File: src/rtl/sinc3_pkg.sv
package sinc3_pkg;
  localparam int unsigned ORDER   = 3;
  localparam int unsigned ACC_W   = 32;
  localparam int unsigned OUT_W   = 16;
  localparam int unsigned RATE_W  = 11;
  localparam int unsigned SHIFT_W = 5;
endpackage

File: src/rtl/sinc3_integ.sv
module sinc3_integ #(
  parameter int unsigned ORDER = sinc3_pkg::ORDER,
  parameter int unsigned ACC_W = sinc3_pkg::ACC_W
) (
  input  logic             clk,
  input  logic             rst_n,
  input  logic             step,
  input  logic             bit_in,
  output logic [ACC_W-1:0] acc_out
);
  logic [ACC_W-1:0] acc  [ORDER];
  logic [ACC_W-1:0] feed [ORDER];

  for (genvar g = 0; g < ORDER; g++) begin : g_stage
    if (g == 0) begin : g_first
      assign feed[g] = {{(ACC_W-1){1'b0}}, bit_in};
    end else begin : g_next
      assign feed[g] = acc[g-1];
    end
    // Wrap-around sums; the comb differences recover the exact result.
    always_ff @(posedge clk or negedge rst_n) begin
      if (!rst_n)    acc[g] <= '0;
      else if (step) acc[g] <= acc[g] + feed[g];
    end
  end

  assign acc_out = acc[ORDER-1];

  // without a strobe, the last integrator does not move
  assert_idle_hold_R1: assert property (@(posedge clk) disable iff (!rst_n)
    !step |=> $stable(acc_out));
endmodule

File: src/rtl/sinc3_ctr.sv
module sinc3_ctr #(
  parameter int unsigned RATE_W = sinc3_pkg::RATE_W
) (
  input  logic              clk,
  input  logic              rst_n,
  input  logic              step,
  input  logic [RATE_W-1:0] dec_rate,
  output logic              tick
);
  logic [RATE_W-1:0] cnt;
  logic              last;

  assign last = (cnt >= dec_rate - RATE_W'(1));
  assign tick = step && last;

  always_ff @(posedge clk or negedge rst_n) begin
    if (!rst_n)    cnt <= '0;
    else if (step) cnt <= last ? '0 : cnt + RATE_W'(1);
  end

  // a period ends with the count back at zero
  assert_wrap_R3: assert property (@(posedge clk) disable iff (!rst_n)
    tick |=> (cnt == '0));
endmodule

File: src/rtl/sinc3_comb.sv
module sinc3_comb #(
  parameter int unsigned ORDER  = sinc3_pkg::ORDER,
  parameter int unsigned ACC_W  = sinc3_pkg::ACC_W,
  parameter int unsigned RATE_W = sinc3_pkg::RATE_W
) (
  input  logic              clk,
  input  logic              rst_n,
  input  logic              tick,
  input  logic [ACC_W-1:0]  sum_in,
  input  logic [RATE_W-1:0] dec_rate,
  output logic [ACC_W-1:0]  raw,
  output logic              raw_vld
);
  logic [ACC_W-1:0] dly  [ORDER];
  logic [ACC_W-1:0] diff [ORDER+1];

  assign diff[0] = sum_in;

  for (genvar g = 0; g < ORDER; g++) begin : g_stage
    assign diff[g+1] = diff[g] - dly[g];
    always_ff @(posedge clk or negedge rst_n) begin
      if (!rst_n)    dly[g] <= '0;
      else if (tick) dly[g] <= diff[g];
    end
  end

  always_ff @(posedge clk or negedge rst_n) begin
    if (!rst_n) begin
      raw     <= '0;
      raw_vld <= 1'b0;
    end else begin
      raw_vld <= tick;
      if (tick) raw <= diff[ORDER];
    end
  end

  // Upper bound of the raw result: dec_rate to the filter order
  logic [63:0] full_scale;
  always_comb begin
    full_scale = 64'd1;
    for (int k = 0; k < ORDER; k++) full_scale = full_scale * 64'(dec_rate);
  end

  // raw result never exceeds the DC gain (dec_rate fixed since reset)
  assert_raw_range_R2: assert property (@(posedge clk) disable iff (!rst_n)
    raw_vld |-> (64'(raw) <= full_scale));
endmodule

File: src/rtl/sinc3_out.sv
module sinc3_out #(
  parameter int unsigned ACC_W   = sinc3_pkg::ACC_W,
  parameter int unsigned OUT_W   = sinc3_pkg::OUT_W,
  parameter int unsigned SHIFT_W = sinc3_pkg::SHIFT_W
) (
  input  logic               clk,
  input  logic               rst_n,
  input  logic [ACC_W-1:0]   raw,
  input  logic               raw_vld,
  input  logic [ACC_W-1:0]   bias,
  input  logic [SHIFT_W-1:0] shift,
  input  logic               fault_clr,
  input  logic               out_ready,
  output logic               out_valid,
  output logic [OUT_W-1:0]   out_data,
  output logic               sat_fault
);
  localparam int unsigned WIDE_W = ACC_W + 2;
  localparam logic signed [WIDE_W-1:0] POS_LIM = WIDE_W'((2 ** (OUT_W-1)) - 1);
  localparam logic signed [WIDE_W-1:0] NEG_LIM = -POS_LIM - WIDE_W'(1);
  localparam logic [OUT_W-1:0] POS_CODE = {1'b0, {(OUT_W-1){1'b1}}};
  localparam logic [OUT_W-1:0] NEG_CODE = {1'b1, {(OUT_W-1){1'b0}}};

  logic signed [WIDE_W-1:0] biased;
  logic signed [WIDE_W-1:0] scaled;
  logic                     over_hi;
  logic                     over_lo;
  logic [OUT_W-1:0]         clamped;
  logic                     sat_now;

  always_comb begin
    biased  = $signed({2'b00, raw}) + $signed({{2{bias[ACC_W-1]}}, bias});
    scaled  = biased >>> shift;
    over_hi = (scaled > POS_LIM);
    over_lo = (scaled < NEG_LIM);
    if (over_hi)      clamped = POS_CODE;
    else if (over_lo) clamped = NEG_CODE;
    else              clamped = scaled[OUT_W-1:0];
    sat_now = raw_vld && (over_hi || over_lo);
  end

  always_ff @(posedge clk or negedge rst_n) begin
    if (!rst_n) begin
      out_valid <= 1'b0;
      out_data  <= '0;
      sat_fault <= 1'b0;
    end else begin
      if (raw_vld) begin
        out_valid <= 1'b1;
        out_data  <= clamped;
      end else if (out_ready) begin
        out_valid <= 1'b0;
      end
      if (sat_now)        sat_fault <= 1'b1;
      else if (fault_clr) sat_fault <= 1'b0;
    end
  end

  // a clamped word carries one of the two limit codes
  assert_sat_code_R6: assert property (@(posedge clk) disable iff (!rst_n)
    sat_now |=> (out_data == POS_CODE || out_data == NEG_CODE));
  // a clamp always leaves the fault set
  assert_fault_set_R7: assert property (@(posedge clk) disable iff (!rst_n)
    sat_now |=> sat_fault);
  // the fault only drops on a clear
  assert_fault_sticky_R7: assert property (@(posedge clk) disable iff (!rst_n)
    (sat_fault && !fault_clr) |=> sat_fault);
  // a pending word is held while the consumer stalls
  assert_hold_R8: assert property (@(posedge clk) disable iff (!rst_n)
    (out_valid && !out_ready && !raw_vld) |=> (out_valid && $stable(out_data)));
endmodule

File: src/rtl/sinc3_decim.sv
module sinc3_decim
  import sinc3_pkg::*;
#(
  parameter int unsigned P_ORDER   = ORDER,
  parameter int unsigned P_ACC_W   = ACC_W,
  parameter int unsigned P_OUT_W   = OUT_W,
  parameter int unsigned P_RATE_W  = RATE_W,
  parameter int unsigned P_SHIFT_W = SHIFT_W
) (
  input  logic                 clk,
  input  logic                 rst_n,
  input  logic                 mod_en,
  input  logic                 mod_bit,
  input  logic [P_RATE_W-1:0]  dec_rate,
  input  logic [P_ACC_W-1:0]   bias,
  input  logic [P_SHIFT_W-1:0] shift,
  input  logic                 fault_clr,
  input  logic                 out_ready,
  output logic                 out_valid,
  output logic [P_OUT_W-1:0]   out_data,
  output logic                 sat_fault
);
  logic [P_ACC_W-1:0] integ_sum;
  logic               period_end;
  logic [P_ACC_W-1:0] raw;
  logic               raw_vld;

  sinc3_integ #(.ORDER(P_ORDER), .ACC_W(P_ACC_W)) u_integ (
    .clk     (clk),
    .rst_n   (rst_n),
    .step    (mod_en),
    .bit_in  (mod_bit),
    .acc_out (integ_sum)
  );

  sinc3_ctr #(.RATE_W(P_RATE_W)) u_ctr (
    .clk      (clk),
    .rst_n    (rst_n),
    .step     (mod_en),
    .dec_rate (dec_rate),
    .tick     (period_end)
  );

  sinc3_comb #(.ORDER(P_ORDER), .ACC_W(P_ACC_W), .RATE_W(P_RATE_W)) u_comb (
    .clk      (clk),
    .rst_n    (rst_n),
    .tick     (period_end),
    .sum_in   (integ_sum),
    .dec_rate (dec_rate),
    .raw      (raw),
    .raw_vld  (raw_vld)
  );

  sinc3_out #(.ACC_W(P_ACC_W), .OUT_W(P_OUT_W), .SHIFT_W(P_SHIFT_W)) u_out (
    .clk       (clk),
    .rst_n     (rst_n),
    .raw       (raw),
    .raw_vld   (raw_vld),
    .bias      (bias),
    .shift     (shift),
    .fault_clr (fault_clr),
    .out_ready (out_ready),
    .out_valid (out_valid),
    .out_data  (out_data),
    .sat_fault (sat_fault)
  );

  // a word is due two edges after the final bit of its period
  assert_latency_R10: assert property (@(posedge clk) disable iff (!rst_n)
    period_end |=> ##1 out_valid);
endmodule

File: config.mk
export PLATFORM = sky130hd
export DESIGN_NAME = sinc3_decim
export DESIGN_NICKNAME = d
export VERILOG_FILES = /design/src/rtl/sinc3_pkg.sv /design/src/rtl/sinc3_integ.sv /design/src/rtl/sinc3_ctr.sv /design/src/rtl/sinc3_comb.sv /design/src/rtl/sinc3_out.sv /design/src/rtl/sinc3_decim.sv
export SDC_FILE = /design/constraint.sdc
export NUM_CORES = 1
export LEC_CHECK = 0
export CAP_MARGIN = 5
export CORE_MARGIN = 1
export CORE_UTILIZATION = 50
export CTS_CLUSTER_DIAMETER = 80
export DETAILED_ROUTE_END_ITERATION = 8
export GPL_ROUTABILITY_DRIVEN = 0
export MAX_ROUTING_LAYER = met4
export PLACE_DENSITY = 0.67
export REMOVE_ABC_BUFFERS = 1
export SLEW_MARGIN = 20
export SYNTH_ARGS = -nofsm -noshare
export SYNTH_HDL_FRONTEND = slang
export SYNTH_SLANG_ARGS = --single-unit
File: constraint.sdc
create_clock -name clk -period 19.85 [get_ports clk]
set_input_delay 3.97 -clock clk [delete_from_list [all_inputs] [get_ports clk]]
set_output_delay 3.97 -clock clk [all_outputs]
set_load 0.03 [all_outputs]
### After elaboration in Yosys (flattened, before gate mapping)

Index checks and enable logic that the tools add are counted.

* logic and storage cells: 37
* flip-flop bits (word level): 254
* input port bits: 54

* $add $sub $neg: 9
* shift operators: 1
* magnitude comparators: 3
* mux-type cells: 7
* reductions and logical operators: 5

Operators by type and width (count)
* subtractor 32 bit: 3
* adder 32 bit: 2
* adder 33 x 32 -> 34 bit: 1
* > comparator 34 x 16 -> 1 bit, second input constant: 1
* less-than comparator 34 x 16 -> 1 bit, second input constant: 1
* >>> shifter 34 x 5 -> 34 bit: 1
* adder 32 x 1 -> 32 bit: 1
* two-way mux 16 bit: 2
* adder 11 x 1 -> 11 bit, second input constant: 1
* greater-or-equal comparator 11 bit: 1
* two-way mux 11 bit: 1
* subtractor 11 x 1 -> 11 bit, second input constant: 1
* two-way mux 1 bit: 4
* nonzero test 2 bit: 2
* logical AND 1 bit: 2
* logical OR 1 bit: 1

### Logic depth before layout (Yosys ltp)

Gate-level depths: netlist (run 1).

* depth after elaboration: 6
* depth in mapped cells: 36

### By module

From an unflattened synthesis (run 1), not the netlist that was laid out.

* cell total of the unflattened synthesis: 2739
* area, all modules: 23403.7 sq um

Modules (own cells, without submodules)
* sinc3_comb: area an instance 9416.5 sq um, instances 1, cells an instance 1059, sequential area each 3228.1 sq um
* sinc3_integ: area an instance 7368.3 sq um, instances 1, cells an instance 792, sequential area each 2402.3 sq um
* sinc3_out: area an instance 5610.4 sq um, instances 1, cells an instance 780, sequential area each 450.4 sq um
* sinc3_ctr: area an instance 1008.5 sq um, instances 1, cells an instance 108, sequential area each 275.3 sq um

### Least setup slack after synthesis (run 1)

Ideal clock, no wire load.

* kind: input port to flip-flop
* start point: input bias[0]
* end point: register u_out.out_data[10]
* cell stages on the path: 18
* setup slack: 12.008 ns
* setup time: 0.086 ns
* data arrival time: 7.756 ns
* data required time: 19.764 ns
* cell sequence: ha_1 -> inv_1 -> fa_1 -> nand2b_1 -> a21oi_1 -> o21ai_1 -> a2111oi_4 -> nor3_1 -> or3b_1 -> and2_1 -> mux4_2 -> a221o_1 -> nor3_2 -> a41oi_1 -> o21ai_2 -> nand2_2 -> buf_6 -> o221ai_2

* cells in the longest elaborated chain, start to end: 5
* elaborated cells between the ends (all ways): 6
* those cells by class: add/sub: 1; order compare: 2; shift: 1; mux: 2

Ends and longest elaborated chain
* from (decl): RTL line sinc3_decim.sv:15 `input logic [P_ACC_W-1:0] bias,`
* adder 33 x 32 -> 34 bit (*): RTL line sinc3_out.sv:32 `biased = $signed({2'b00, raw}) + $signed({{2{bias[ACC_W-1]}}, bias});`
* >>> shifter 34 x 5 -> 34 bit (*): RTL line sinc3_out.sv:33 `scaled = biased >>> shift;`
* less-than comparator 34 x 16 -> 1 bit: RTL line sinc3_out.sv:35 `over_lo = (scaled < NEG_LIM);`
* two-way mux 16 bit: RTL line sinc3_out.sv:37 `else if (over_lo) clamped = NEG_CODE;`
* two-way mux 16 bit (*): RTL line sinc3_out.sv:36 `if (over_hi) clamped = POS_CODE;`
* to (signal assigned): RTL line sinc3_out.sv:50 `out_data <= clamped;`
* to (decl): RTL line sinc3_out.sv:15 `output logic [OUT_W-1:0] out_data,`

Every way passes the cells marked *; elsewhere a longest branch is shown, timed or not.
A chain may end at the register's enable or synchronous reset.

### Worst setup path after layout (run 1)

* start point: input bias[20]
* end point: register u_out.out_data[1]

The elaborated chain is that of the path after synthesis.

==> impl_metrics.prom, run 1 <==
# TYPE chip_impl_metric gauge
chip_impl_metric{name="fillCellCount",unit=""} 3764
chip_impl_metric{name="power.static_leakage",unit="nW"} 11.46
chip_impl_metric{name="die-width",unit="um"} 208.9
chip_impl_info{name="setup.worst_path.start_class",value="input pin"} 1
chip_impl_metric{name="worstPathMaxFanout",unit=""} 16
chip_impl_metric{name="design_area",unit="um2"} 23590
chip_impl_info{name="min-delay-start",value="u_comb.raw[23]$_DFFE_PN0P_"} 1
chip_impl_metric{name="post_synth_inst_count",unit=""} 2502
chip_impl_info{name="ys_dominant_reg_cell",value="dfrtp_1"} 1
chip_impl_metric{name="totalWireLength",unit="um"} 48400
chip_impl_metric{name="clkLatencyLatePin",unit="ns"} 0.61
chip_impl_metric{name="detail_route.first_pass.iterations",unit=""} 6
chip_impl_info{name="path_class",value="in -> reg"} 1
chip_impl_metric{name="peak_freq",unit="MHz"} 110.3
chip_impl_metric{name="core_area",unit="um2"} 42130
chip_impl_metric{name="synth_async_sr_flop_share",unit=""} 1.000
chip_impl_info{name="worst_r2r_startpoint",value="u_integ.acc_out[0]$_DFFE_PN0P_"} 1
chip_impl_metric{name="synthToLayoutAreaGrowth",unit="%"} 10.19
chip_impl_metric{name="synth_seq_cells",unit=""} 254
chip_impl_metric{name="die_height",unit="um"} 208.9
chip_impl_metric{name="cp.arrival",unit="ns"} 9.46
chip_impl_metric{name="routed_via_density",unit=""} 5.705
chip_impl_metric{name="final_core_utilization",unit=""} 0.5600
chip_impl_metric{name="layout_worst_path_cycle_share",unit=""} 0.4566
chip_impl_metric{name="multiInputGateArea",unit="um2"} 14070
chip_impl_info{name="run_status",value="finished clean"} 1
chip_impl_metric{name="fin_total_pwr",unit="mW"} 3.159
chip_impl_info{name="rsz0062_at_grt",value="no"} 1
chip_impl_info{name="cts_tree",value="done"} 1
chip_impl_metric{name="seq_area",unit="um2"} 6356
chip_impl_metric{name="floorplan.initialDensity",unit=""} 0.5082
chip_impl_metric{name="drtIter0Drc",unit=""} 1090
chip_impl_metric{name="clock-sinks",unit=""} 254
chip_impl_metric{name="placementRows",unit=""} 75
chip_impl_metric{name="worst_slew_pin_slew",unit="ns"} 0.9088
chip_impl_metric{name="design.die.area",unit="um2"} 43660
chip_impl_metric{name="synth-warning-count",unit=""} 0
chip_impl_metric{name="finalClockSkew",unit="ns"} 0.03879
chip_impl_metric{name="route.detailed.wl_per_inst",unit="um"} 15.66
chip_impl_info{name="worstHoldPathType",value="reg -> reg"} 1
chip_impl_metric{name="htreeDepth",unit=""} 1
chip_impl_metric{name="antenna_cells",unit=""} 0
chip_impl_metric{name="hold_buffers",unit=""} 0
chip_impl_metric{name="p_per_area",unit="nW/um2"} 133.9
chip_impl_metric{name="ys_seq_area_frac",unit=""} 0.2969
chip_impl_metric{name="grt.overflow.total",unit=""} 0
chip_impl_metric{name="overall_global_routing_resource_usage",unit=""} 0.2314
chip_impl_metric{name="tritoncts.num_buffers",unit=""} 30
chip_impl_metric{name="antenna_found_initial",unit=""} 0
chip_impl_metric{name="clock_tree.buffer_depth",unit=""} 3
chip_impl_metric{name="min_period",unit="ns"} 9.065
chip_impl_metric{name="first_global_vias",unit=""} 17460
chip_impl_metric{name="number_of_enable_flip_flop_cells_after_synthesis",unit=""} 0
chip_impl_info{name="setup.worst_path.end_class",value="flip-flop"} 1
chip_impl_metric{name="hold_violations",unit=""} 0
chip_impl_metric{name="post_cts_buffers",unit=""} 0
chip_impl_metric{name="grt_pass1_wl",unit="um"} 82880
chip_impl_metric{name="port_buffers",unit=""} 71
chip_impl_metric{name="placement.cell_area",unit="um2"} 22510
chip_impl_metric{name="drive_gt1_frac",unit=""} 0.07798
chip_impl_metric{name="final.setup.tns",unit="ns"} 0
chip_impl_metric{name="ios",unit=""} 72
chip_impl_metric{name="vias",unit=""} 17633
chip_impl_metric{name="path_clk_slew",unit="ns"} 0.06
chip_impl_metric{name="syn_avg_cell_area",unit="um2"} 8.558
chip_impl_metric{name="hpwlAfterDp",unit="um"} 36750
chip_impl_info{name="setup.worst_path.start",value="bias[20]"} 1
chip_impl_info{name="clk_root_buffer_cell",value="clkbuf_16"} 1
chip_impl_metric{name="detail_route.drc_violations",unit=""} 0
chip_impl_metric{name="synth.lib_cells_used.distinct",unit=""} 90
chip_impl_metric{name="grt_max_degree",unit=""} 130
chip_impl_metric{name="max-cap-violations",unit=""} 0
chip_impl_metric{name="finalSetupViolCount",unit=""} 0
chip_impl_metric{name="finalMaxSlewViolations",unit=""} 0
chip_impl_metric{name="drt.antenna.violating_nets",unit=""} 0
chip_impl_metric{name="fin_nets",unit=""} 2791
chip_impl_metric{name="critical_path_required",unit="ns"} 20.24
chip_impl_metric{name="cts_repair_resize_count",unit=""} 0
chip_impl_metric{name="power.ir.vdd_worst",unit="mV"} 0.06977
chip_impl_metric{name="synthesis.area",unit="um2"} 21410
chip_impl_metric{name="relSlewSlack",unit=""} 0.3878
==> state kept, by name, summed over array words and instances, names as in the netlist <==
signal and count:
u_out.out_valid 1, u_comb.raw 32, u_out.out_data 16, u_out.sat_fault 1, u_ctr.cnt 11, u_comb.raw_vld 1
u_integ.acc 64, u_integ.acc_out 32, u_comb.dly 96
==> routing by layer <==
layer  part of all wire  global-route usage
met4              0.041             0.09077
met1               0.45              0.2781
met2               0.48              0.3955
met5                  0                   -
met3              0.035             0.02720
==> path summary, 6_finish.rpt <==
kind                                            endpoint  slack (ns)  cells after the start
hold reg to reg               u_comb.raw[23]$_DFFE_PN0P_        0.48                      2
setup / recovery           u_out.out_data[1]$_DFFE_PN0P_       10.79                     16
min in group asynchronous  u_out.out_data[1]$_DFFE_PN0P_        3.50                      1
hold / removal                u_comb.raw[23]$_DFFE_PN0P_        0.48                      2
setup reg to reg              u_comb.raw[30]$_DFFE_PN0P_       12.67                     34
max in group asynchronous     u_comb.dly[19]$_DFFE_PN0P_       14.89                      2
==> layout make-up <==
class,count,area share
clock inverters,18,0.01055
clock buffers,38,0.03521
inverters,167,0.02667
repair buffers,81,0.03336
multi-input cells,1994,0.5962
flip-flops and latches,254,0.2694
well taps,539,0.02858
==> power by group <==
group	switching [mW]	total [mW]	internal, mW
clock network	0.231	0.593	0.362
logic	1.04	1.85	0.803
registers	0.0735	0.719	0.645
==> cell usage in the layout, fill, tap and decap left out, types with 9 or more instances in the layout <==
cell type / n
o31ai_1: 9
o21bai_1: 15
nor4_1: 9
nand2_1: 264
dfrtp_1: 254
a211oi_1: 39
clkbuf_16: 30
and3_1: 24
nand2b_1: 27
o221ai_1: 11
a31oi_1: 19
o221ai_2: 10
o211ai_1: 18
clkdlybuf4s50_1: 68
o21a_1: 50
ha_1: 203
mux4_2: 9
buf_4: 10
or2_2: 12
a211o_1: 12
a21oi_1: 183
or3_1: 13
xnor2_1: 137
o21ai_1: 9
a21boi_0: 10
nor3_1: 37
mux2i_1: 42
nor2b_1: 30
mux2_2: 69
o21ai_0: 210
nor2_1: 162
nand4_1: 22
xor2_1: 65
inv_1: 164
and2_1: 18
a21o_1: 76
nand3_1: 53
clkinv_2: 9
==> critical path, stage by stage <==
cell and delay [ns]:
clkdlybuf4s50_1 0.49, ha_1 0.59, nand4_1 0.25, nor4_2 0.38, o2111ai_1 0.22, and3b_1 0.32
a211oi_2 0.35, mux2_2 0.42, nand2_2 0.22, nand2_1 0.18, o221ai_1 0.36, o21ai_0 0.18
nor4_1 0.33, a31oi_1 0.18, o31ai_4 0.73, o221ai_1 0.26
==> cells in the mapped netlist, types with 27 or more instances <==
| cell type | number | share of area |
|---|---|---|
| xnor2_1 | 137 | 0.056 |
| nand3_1 | 53 | 0.012 |
| o21ai_0 | 210 | 0.049 |
| o21a_1 | 50 | 0.018 |
| nor2b_1 | 30 | 0.0088 |
| a21oi_1 | 183 | 0.043 |
| a21o_1 | 76 | 0.027 |
| nor2_1 | 162 | 0.028 |
| mux2i_1 | 42 | 0.020 |
| ha_1 | 203 | 0.12 |
| xor2_1 | 65 | 0.027 |
| a211oi_1 | 39 | 0.014 |
| nor3_1 | 37 | 0.0086 |
| mux2_2 | 69 | 0.036 |
| dfrtp_1 | 254 | 0.30 |
| inv_1 | 164 | 0.029 |
| nand2b_1 | 27 | 0.0079 |
| nand2_1 | 265 | 0.046 |
| clkbuf_1 | 66 | 0.012 |
==> kinds of logic (layout without fill, tap and decap cells) <==
group	count (synthesis)	in the layout	synth area share
adders and majority gates	209	209	0.1242
AOI/OAI and AO/OA	752	752	0.2279
DFF	254	254	0.2969
buffers and inverters	254	304	0.04628
and+or+nand+nor	709	709	0.1556
muxes	122	122	0.06656
xor gates and xnor gates	202	202	0.08263
==> per-stage QoR <==
| stage | setup WS (ns) | instances | hold WS [ns] |
|---|---|---|---|
| global route | 10.45 | 3091 | 0.5029 |
| floorplan | 8.838 | 2415 | 0.4428 |
| finish | 10.79 | 3091 | 0.4830 |
| CTS | 10.97 | 3091 | 0.4881 |
| detailed placement | 10.39 | 3035 | 0.4748 |
| global placement | 10.59 | 3035 | 0.4656 |
No activity file was read; power rests on OpenSTA's default activity.
==> inputs of run 2 (changes only) <==
--- a/config.mk
+++ b/config.mk
@@ -12,7 +12,7 @@
 export DETAILED_ROUTE_END_ITERATION = 8
 export GPL_ROUTABILITY_DRIVEN = 0
 export MAX_ROUTING_LAYER = met4
-export PLACE_DENSITY = 0.67
+export PLACE_DENSITY = 0.7
 export REMOVE_ABC_BUFFERS = 1
 export SLEW_MARGIN = 20
 export SYNTH_ARGS = -nofsm -noshare
==> constraint.sdc (replaced) <==
create_clock -name clk -period 7.3 [get_ports clk]
set_input_delay 1.46 -clock clk [delete_from_list [all_inputs] [get_ports clk]]
set_output_delay 1.46 -clock clk [all_outputs]
set_load 0.03 [all_outputs]
==> run 2 against run 1 <==
- routed wire length fell by 0.45%
- largest power group unchanged
- register-to-register slack worse by 12 ns
- hold slack worse by 0.0019 ns
- non-clock buffer count grew 3
- final cell count grew 0.19%
- final area rose by 0.22%
- global-route usage shrank 0.16 points
- die area unchanged
==> impl_metrics.prom, run 2 (synthesis results as in run 1) <==
# TYPE chip_impl_metric gauge
chip_impl_metric{name="ios",unit=""} 72
chip_impl_metric{name="multiInputGateArea",unit="um2"} 14080
chip_impl_metric{name="clkLatencyLatePin",unit="ns"} 0.60
chip_impl_metric{name="clock-sinks",unit=""} 254
chip_impl_metric{name="largest_register_ff_count",unit=""} 96
chip_impl_metric{name="p_seq_frac",unit=""} 0.227
chip_impl_metric{name="max-cap-violations",unit=""} 0
chip_impl_metric{name="antenna_found_initial",unit=""} 1
chip_impl_metric{name="p_per_area",unit="nW/um2"} 364.0
chip_impl_metric{name="port_buffers",unit=""} 71
chip_impl_metric{name="routed_via_density",unit=""} 5.792
chip_impl_metric{name="tritoncts.num_buffers",unit=""} 31
chip_impl_metric{name="synthToLayoutAreaGrowth",unit="%"} 10.44
chip_impl_info{name="rsz0062_at_grt",value="no"} 1
chip_impl_metric{name="seq_area",unit="um2"} 6356
chip_impl_metric{name="grt.overflow.total",unit=""} 0
chip_impl_metric{name="detail_route.drc_violations",unit=""} 0
chip_impl_metric{name="critical_path_required",unit="ns"} 7.75
chip_impl_metric{name="totalWireLength",unit="um"} 48180
chip_impl_info{name="mostFrequentLayoutCell",value="nand2_1"} 1
chip_impl_metric{name="crit_path_max_incr_delay",unit="ns"} 0.42
chip_impl_metric{name="die_height",unit="um"} 208.9
chip_impl_metric{name="layout_worst_path_cycle_share",unit=""} 0.9332
chip_impl_metric{name="finalMaxSlewViolations",unit=""} 0
chip_impl_metric{name="grt_pass1_wl",unit="um"} 83230
chip_impl_metric{name="crit_buf_inv",unit=""} 2
chip_impl_metric{name="clock_power_share",unit=""} 0.189
chip_impl_info{name="most-common-layout-cells",value="264 x nand2_1, 254 x dfrtp_1, 210 x o21ai_0"} 1
chip_impl_metric{name="pre_cts_ws",unit="ns"} 0.2636
chip_impl_metric{name="detail_route.first_pass.iterations",unit=""} 5
chip_impl_metric{name="floorplan.initialDensity",unit=""} 0.5082
chip_impl_info{name="critPathSlowestCell",value="or4_1"} 1
chip_impl_metric{name="grt_max_degree",unit=""} 177
chip_impl_metric{name="cts_repair_resize_count",unit=""} 0
chip_impl_metric{name="cp.arrival",unit="ns"} 7.26
chip_impl_info{name="worstHoldPathType",value="reg -> reg"} 1
chip_impl_metric{name="final_critical_path_setup_slack",unit="ns"} 0.4876
chip_impl_metric{name="peak_freq",unit="MHz"} 146.8
chip_impl_metric{name="die-width",unit="um"} 208.9
chip_impl_metric{name="core_area",unit="um2"} 42130
chip_impl_metric{name="fillCellCount",unit=""} 3755
chip_impl_info{name="cts_tree",value="done"} 1
chip_impl_info{name="setup.worst_path.end_class",value="flip-flop"} 1
chip_impl_info{name="cp_common_cell",value="a21o_1"} 1
chip_impl_metric{name="hold_slack",unit="ns"} 0.4811
chip_impl_metric{name="fin_nets",unit=""} 2795
chip_impl_metric{name="total_switching_power",unit="mW"} 3.666
chip_impl_info{name="clk_root_buffer_cell",value="clkbuf_16"} 1
chip_impl_info{name="largest-register",value="u_comb.dly"} 1
chip_impl_info{name="path_class",value="reg -> reg"} 1
chip_impl_metric{name="worst_slew_pin_slew",unit="ns"} 1.050
chip_impl_metric{name="relSlewSlack",unit=""} 0.3000
chip_impl_metric{name="design.die.area",unit="um2"} 43660
chip_impl_metric{name="power.static_leakage",unit="nW"} 11.49
chip_impl_info{name="cpLargestDelayFamily",value="compound AO/OA/AOI/OAI gates"} 1
chip_impl_metric{name="min_period",unit="ns"} 6.812
chip_impl_metric{name="vias",unit=""} 17938
chip_impl_metric{name="power.ir.vdd_worst",unit="mV"} 0.2099
chip_impl_metric{name="worstPathMaxFanout",unit=""} 5
chip_impl_info{name="biggestRegsByFlops",value="u_comb.dly: 96 flops, u_integ.acc: 64 flops"} 1
chip_impl_metric{name="route.detailed.wl_per_inst",unit="um"} 15.56
chip_impl_metric{name="path_clk_slew",unit="ns"} 0.06
chip_impl_metric{name="sw_frac_of_total",unit=""} 0.4259
chip_impl_metric{name="finalSetupViolCount",unit=""} 0
chip_impl_metric{name="finalClockSkew",unit="ns"} 0.01361
chip_impl_info{name="setup.worst_path.start_class",value="flip-flop"} 1
chip_impl_metric{name="cellInternalPower",unit="mW"} 4.942
chip_impl_metric{name="hold_buffers",unit=""} 0
chip_impl_metric{name="hpwlAfterDp",unit="um"} 36260
chip_impl_metric{name="hold_violations",unit=""} 0
chip_impl_metric{name="clock_tree.buffer_depth",unit=""} 3
chip_impl_metric{name="placed_cells_incl_taps",unit=""} 3038
chip_impl_metric{name="drtIter0Drc",unit=""} 1100
chip_impl_metric{name="p_comb_frac",unit=""} 0.584
chip_impl_info{name="run_status",value="finished clean"} 1
chip_impl_metric{name="drive_gt1_frac",unit=""} 0.08017
chip_impl_metric{name="drt.antenna.violating_nets",unit=""} 0
chip_impl_metric{name="htreeDepth",unit=""} 1
chip_impl_metric{name="overall_global_routing_resource_usage",unit=""} 0.2298
chip_impl_metric{name="post_cts_buffers",unit=""} 0
chip_impl_metric{name="placementRows",unit=""} 75
chip_impl_metric{name="first_global_vias",unit=""} 17845
chip_impl_metric{name="finish.cell_count_without_fillers",unit=""} 3097
==> run 2: worst reg2reg max path: cells and delay by family, from the launching register on <==
family	cells	cell delay (ns)
flops	1	0.39
fa+ha+maj	4	1.13
xor+xnor	2	0.24
buf+inv	2	0.14
simple gates	5	0.79
compound gates	21	3.96
==> run 2: power by group through the flow <==
stage	sequential, mW	clock, mW	combinational (mW)
after floorplan	1.99	0	3.90
after global placement	1.96	0	4.82
after detailed placement	1.98	0	4.96
after CTS	1.96	1.66	5.01
after global routing	2.00	1.72	5.65
final	1.96	1.63	5.03
==> run 2: area by class of cell <==
class | count | area share
Multi-Input combinational cell | 1994 | 0.5954
Sequential cell | 254 | 0.2688
Clock buffer | 43 | 0.03767
Timing Repair Buffer | 84 | 0.03461
Tap cell | 539 | 0.02852
Inverter | 167 | 0.02662
Clock inverter | 15 | 0.008307
Antenna cell | 1 | 0.0001058
==> run 2: worst paths after layout <==
check                      depth (start not counted)  slack, ns                      startpoint                            end
max                                               34       0.49  u_integ.acc_out[0]$_DFFE_PN0P_     u_comb.raw[30]$_DFFE_PN0P_
min                                                2       0.48      u_comb.raw[14]$_DFFE_PN0P_     u_comb.raw[14]$_DFFE_PN0P_
max reg2reg                                       34       0.49  u_integ.acc_out[0]$_DFFE_PN0P_     u_comb.raw[30]$_DFFE_PN0P_
min reg2reg                                        2       0.48      u_comb.raw[14]$_DFFE_PN0P_     u_comb.raw[14]$_DFFE_PN0P_
max in group asynchronous                          2       5.09                           rst_n     u_comb.dly[87]$_DFFE_PN0P_
min in group asynchronous                          1       0.84                           rst_n  u_out.out_data[0]$_DFFE_PN0P_
==> run 2: stage by stage <==
stage,total power [mW],util,area (um2),setup TNS (ns)
2_1_floorplan,5.888,-,21050,-96.12
3_3_place_gp,6.782,0.5351,22550,0
3_5_place_dp,6.936,0.5351,22550,0
4_1_cts,8.627,0.5609,23630,0
5_1_grt,9.371,0.5612,23650,0
6_report,8.608,0.5612,23650,0
==> run 2: metal layers <==
metal	up-vias	wire [um]	track usage
met5	-	0	-
met2	359	23970	0.4070
li1	9063	-	-
met1	8390	21060	0.2699
met3	126	1610	0.02735
met4	0	1544	0.07505
